==> config.mk <==
export PLATFORM = sky130hd
export DESIGN_NAME = nib_to_bcd
export DESIGN_NICKNAME = d
export VERILOG_FILES = /design/src/rtl/bcd_pkg.sv /design/src/rtl/bcd_gt_cmp.sv /design/src/rtl/bcd_corr_add.sv /design/src/rtl/nib_to_bcd.sv
export SDC_FILE = /design/constraint.sdc
export NUM_CORES = 1
export LEC_CHECK = 0
export ABC_AREA = 1
export BUFFER_PORTS_ARGS = -buffer_cell sky130_fd_sc_hd__buf_4
export CAP_MARGIN = 20
export CORE_AREA = 2 2 39 41
export CTS_BUF_LIST = sky130_fd_sc_hd__clkbuf_2
export CTS_CLUSTER_SIZE = 40
export DETAILED_ROUTE_END_ITERATION = 7
export DIE_AREA = 0 0 41 43
export PLACE_DENSITY = 0.51
export SYNTH_ARGS = -nofsm -noshare
export SYNTH_HDL_FRONTEND = slang
export SYNTH_SLANG_ARGS = --single-unit
==> constraint.sdc <==
create_clock -name clk_i -period 0.8 [get_ports clk_i]
set_clock_uncertainty 0.2 [all_clocks]
set_input_delay 0.04 -clock clk_i [delete_from_list [all_inputs] [get_ports clk_i]]
set_output_delay 0.04 -clock clk_i [all_outputs]
set_load 0.03 [all_outputs]
==> src/rtl/bcd_pkg.sv <==
package bcd_pkg;
  localparam int unsigned DIG_W     = 4;
  localparam int unsigned BCD_LIMIT = 9;
  // amount that wraps (LIMIT+1) to zero with a carry out of DIG_W bits
  localparam int unsigned BCD_CORR  = (1 << DIG_W) - (BCD_LIMIT + 1);

  typedef struct packed {
    logic             tens;
    logic [DIG_W-1:0] units;
  } bcd_digit_t;
endpackage

==> src/rtl/bcd_gt_cmp.sv <==
module bcd_gt_cmp #(
  parameter int unsigned W = 4
) (
  input  logic [W-1:0] a_i,
  input  logic [W-1:0] b_i,
  output logic         gt_o
);
  logic [W:0] gt_acc;
  logic [W:0] eq_acc;

  assign gt_acc[W] = 1'b0;
  assign eq_acc[W] = 1'b1;

  // MSB-first magnitude chain
  for (genvar i = W - 1; i >= 0; i--) begin : g_bit
    assign gt_acc[i] = gt_acc[i+1] | (eq_acc[i+1] & a_i[i] & ~b_i[i]);
    assign eq_acc[i] = eq_acc[i+1] & ~(a_i[i] ^ b_i[i]);
  end

  assign gt_o = gt_acc[0];
endmodule

==> src/rtl/bcd_corr_add.sv <==
module bcd_corr_add #(
  parameter int unsigned W = 4
) (
  input  logic [W-1:0] a_i,
  input  logic [W-1:0] b_i,
  output logic [W-1:0] sum_o,
  output logic         co_o
);
  logic [W:0] c;

  assign c[0] = 1'b0;  // carry-in tied low

  for (genvar i = 0; i < W; i++) begin : g_fa
    assign sum_o[i] = a_i[i] ^ b_i[i] ^ c[i];
    assign c[i+1]   = (a_i[i] & b_i[i]) | (c[i] & (a_i[i] ^ b_i[i]));
  end

  assign co_o = c[W];
endmodule

==> src/rtl/nib_to_bcd.sv <==
module nib_to_bcd
  import bcd_pkg::*;
#(
  parameter bit REG_OUT = 1'b1
) (
  input  logic             clk_i,
  input  logic             rst_ni,
  input  logic             valid_i,
  input  logic [DIG_W-1:0] bin_i,
  output logic [DIG_W-1:0] units_o,
  output logic             tens_o,
  output logic             valid_o
);
  localparam logic [DIG_W-1:0] LIMIT_C = DIG_W'(BCD_LIMIT);
  localparam logic [DIG_W-1:0] CORR_C  = DIG_W'(BCD_CORR);

  logic             gt;
  logic [DIG_W-1:0] corr_op;
  bcd_digit_t       res_c;

  bcd_gt_cmp #(.W(DIG_W)) u_cmp (
    .a_i  (bin_i),
    .b_i  (LIMIT_C),
    .gt_o (gt)
  );

  assign corr_op = CORR_C & {DIG_W{gt}};

  bcd_corr_add #(.W(DIG_W)) u_add (
    .a_i   (bin_i),
    .b_i   (corr_op),
    .sum_o (res_c.units),
    .co_o  (res_c.tens)
  );

  AST_LOW_PASS: assert property (@(posedge clk_i) disable iff (!rst_ni)
    (bin_i <= LIMIT_C) |-> (!res_c.tens && res_c.units == bin_i));
  AST_HIGH_WRAP: assert property (@(posedge clk_i) disable iff (!rst_ni)
    (bin_i > LIMIT_C) |-> (res_c.tens && res_c.units == DIG_W'(bin_i - 4'd10)));

  if (REG_OUT) begin : g_reg
    bcd_digit_t res_q;
    logic       vld_q;

    always_ff @(posedge clk_i or negedge rst_ni) begin
      if (!rst_ni) begin
        res_q <= '0;
        vld_q <= 1'b0;
      end else begin
        vld_q <= valid_i;
        if (valid_i) res_q <= res_c;
      end
    end

    assign units_o = res_q.units;
    assign tens_o  = res_q.tens;
    assign valid_o = vld_q;

    AST_VALID_LAT: assert property (@(posedge clk_i) disable iff (!rst_ni)
      valid_i |=> valid_o);
    AST_IDLE_HOLD: assert property (@(posedge clk_i) disable iff (!rst_ni)
      !valid_i |=> (!valid_o && $stable(units_o) && $stable(tens_o)));
    AST_UNITS_RANGE: assert property (@(posedge clk_i) disable iff (!rst_ni)
      units_o <= LIMIT_C);
  end else begin : g_comb
    assign units_o = res_c.units;
    assign tens_o  = res_c.tens;
    assign valid_o = valid_i;
  end
endmodule

==> flow_summary.toml <==
[routing]
drc_errors = 0
routed_wl_um = 634
dr.pass1.iters = 2
vias = 284
drtIter0Drc = 3
detail_route.wl_per_cell_um = 8.93
via_per_inst = 4.00
ant_nets = 0

[floorplanning]
dieArea_mm2 = 0.00176
ios = 13
rows = 14
dieWidth_um = 41
die_h_um = 43
coreArea_mm2 = 0.00138
start_util_pct = 21.7

[cells_and_area]
finalNetCount = 66
final_cells = 71
syn_to_final_growth_pct = 102
design_area_um2 = 607
drive_above_1_share_pct = 69.1
diodes = 0

[hold_path]
min_path_type = "in2reg"

[critical_path]
path_class = "in2reg"
cp-start-kind = "input pin"
critPathTopFamily = "adder cells"
cp_slowest_cell = "ha_4"
end_kind = "flip-flop"
cp_slowest_stage_delay_ns = 0.26
cp_common_cell = "ha_4"
critPathBufInv = 2
crit_arrival_ns = 1.03
cp.required_ns = 0.74
regToRegSetupSlack_ns = -0.13
critPathMaxFanout = 3
cp_cell_sequence = "buf_8, nand3_4, nand2_4, ha_4, ha_4, inv_2, nand2_2, ha_4, nand2_2, o21ai_2"

[synth]
postSynthAreaPerCell_um2 = 8.83
synthTopCellsByArea = "dfrtp_1, ha_1, nand2_1"
async_flop_share_pct = 100
ys_seq_area_share_pct = 50.0
yosys_register_bits = 6
yosys.cell_count.top_type = "nand2_1"
synth_top_area_share_pct = 50.0
synthTopCellsByCount = "nand2_1, inv_1, dfrtp_1"
synth_area_um2 = 300
synth_cell_types = 8
synth_nets = 44
synth_area_leader_cell = "dfrtp_1"
ys_warn_count = 0
ys.flop_type = "dfrtp_1"
synth_edf_count = 0
synthCells = 34

[sta]
hold_violations = 12
hold_ws_ns = -0.178
drv_slew = 0
period_needed_ns = 1.09
tns_ns = -1.88
worstMarginPinSlew_ns = 0.123
layout_setup_ws_ns = -0.295
relSlewSlack_pct = 91.8
timing.final.crit_share_pct = 137
rsz0062_at_grt = "yes"
setup_viol = 11
max_freq_ghz = 0.913

[power_and_ir_drop]
p_int_uw = 645
share_comb_of_total_power_pct = 36.0
p_seq_share_pct = 38.2
clock_power_share_pct = 25.7
irDropWorstVdd_mv = 0.723
p_per_area_mw_per_mm2 = 1550
p_switching_uw = 297
switching_share_pct = 31.5
cellLeakagePower_nw = 0.294

[clocking]
cts_made_buffers = 3
cts_tree = "done"
cts_sinks = 6
htreeDepth = 1
root_buffer = "clkbuf_2"
cts_buffer_depth = 2
clock_latency_ns = 0.22
path_clk_slew_ns = 0.07
holdBufCountCts = 1

[run]
cap_violations = 0

[global_route]
grt_pass1_vias = 247
grt.overflow.total = 0
grt.total_usage_pct = 8.18
antenna_found_initial = 0
grt_pass1_wl_um = 931
grt_max_degree = 12

[placed_design]
place_inst = 63
pre_cts_ws_ns = -0.678
place.gp.congestion = 0.651
dpl.hpwl_um = 460
dpl_cell_area_um2 = 449
port_buffers = 12

[run_status]
violations = "hold timing, setup timing"
status = "finished with violations"
[cell type report]
cell class | count | area, µm²
Fill cell | 147 | 777
Timing Repair Buffer | 18 | 191
Multi-Input combinational cell | 19 | 185
Sequential cell | 6 | 153
Inverter | 8 | 37.5
Clock buffer | 4 | 20.0
Tap cell | 16 | 20.0
[timing repair]
| item | 4_1_cts | 5_1_grt |
|---|---|---|
| endpoints found under the hold margin | 12 | 12 |
| pin swaps | 6 | 5 |
| endpoints found under the setup margin | 11 | 11 |
| resized for setup | 15 | 11 |
| setup buffers | 1 | 2 |
[state kept, by name, indices dropped and copies added (netlist names)]
signal,count
valid_o,1
tens_o,1
units_o,4
[worst paths after layout]
check,start,end,cells after the start
hold reg to reg,tens_o,tens_o,2
hold / removal,bin_i[0],units_o[0],3
setup / recovery,bin_i[3],units_o[3],10
min in group asynchronous,rst_ni,units_o[1],2
max in group asynchronous,rst_ni,units_o[3],2
setup reg to reg,units_o[1],units_o[1],3
[power groups by stage]
stage	clock network (mW)	registers, mW	logic (mW)
6_report	0.242	0.360	0.339
5_1_grt	0.290	0.363	0.365
4_1_cts	0.258	0.361	0.296
3_5_place_dp	0	0.360	0.244
3_3_place_gp	0	0.359	0.241
2_1_floorplan	0	0.423	0.0748
[through the flow]
| stage | total power [mW] | utilization [%] |
|---|---|---|
| 6_report | 0.942 | 43.9 |
| 5_1_grt | 1.02 | 43.9 |
| 4_1_cts | 0.915 | 39.1 |
| 3_5_place_dp | 0.603 | 32.5 |
| 3_3_place_gp | 0.600 | 32.5 |
| 2_1_floorplan | 0.498 | - |
[tightest hold or removal path, delay by kind of cell]
| family | cells | cell delay, ns |
|---|---|---|
| AO/OA/AOI/OAI | 1 | 0.06 |
| buffers and inverters | 1 | 0.08 |
| AND/OR/NAND/NOR | 1 | 0.03 |
[cells in the final DEF, fill, tap and decap left out, drive strengths merged]
master       instances
ha                   3
nand2               10
buf                 17
nand3                1
dlygate4sd3          1
clkbuf               4
o21ai                5
dfrtp                6
inv                  8
[routing by layer]
metal,share of wire [%],wire length (µm),global-route usage [%]
met1,40,252,10.2
met2,53,334,10.3
met3,7.4,47,4.19
met4,0,0,6.00
met5,0,0,0
[logic make-up after synthesis]
logic type                 count (synthesis)  share of synthesized area [%]
adders and majority gates                  3                           12.5
DFF                                        6                           50.0
buffers and inverters                      9                           13.8
and+or+nand+nor                           11                           14.2
AOI/OAI and AO/OA                          5                           9.58
Power figures use the tool's default switching activity.
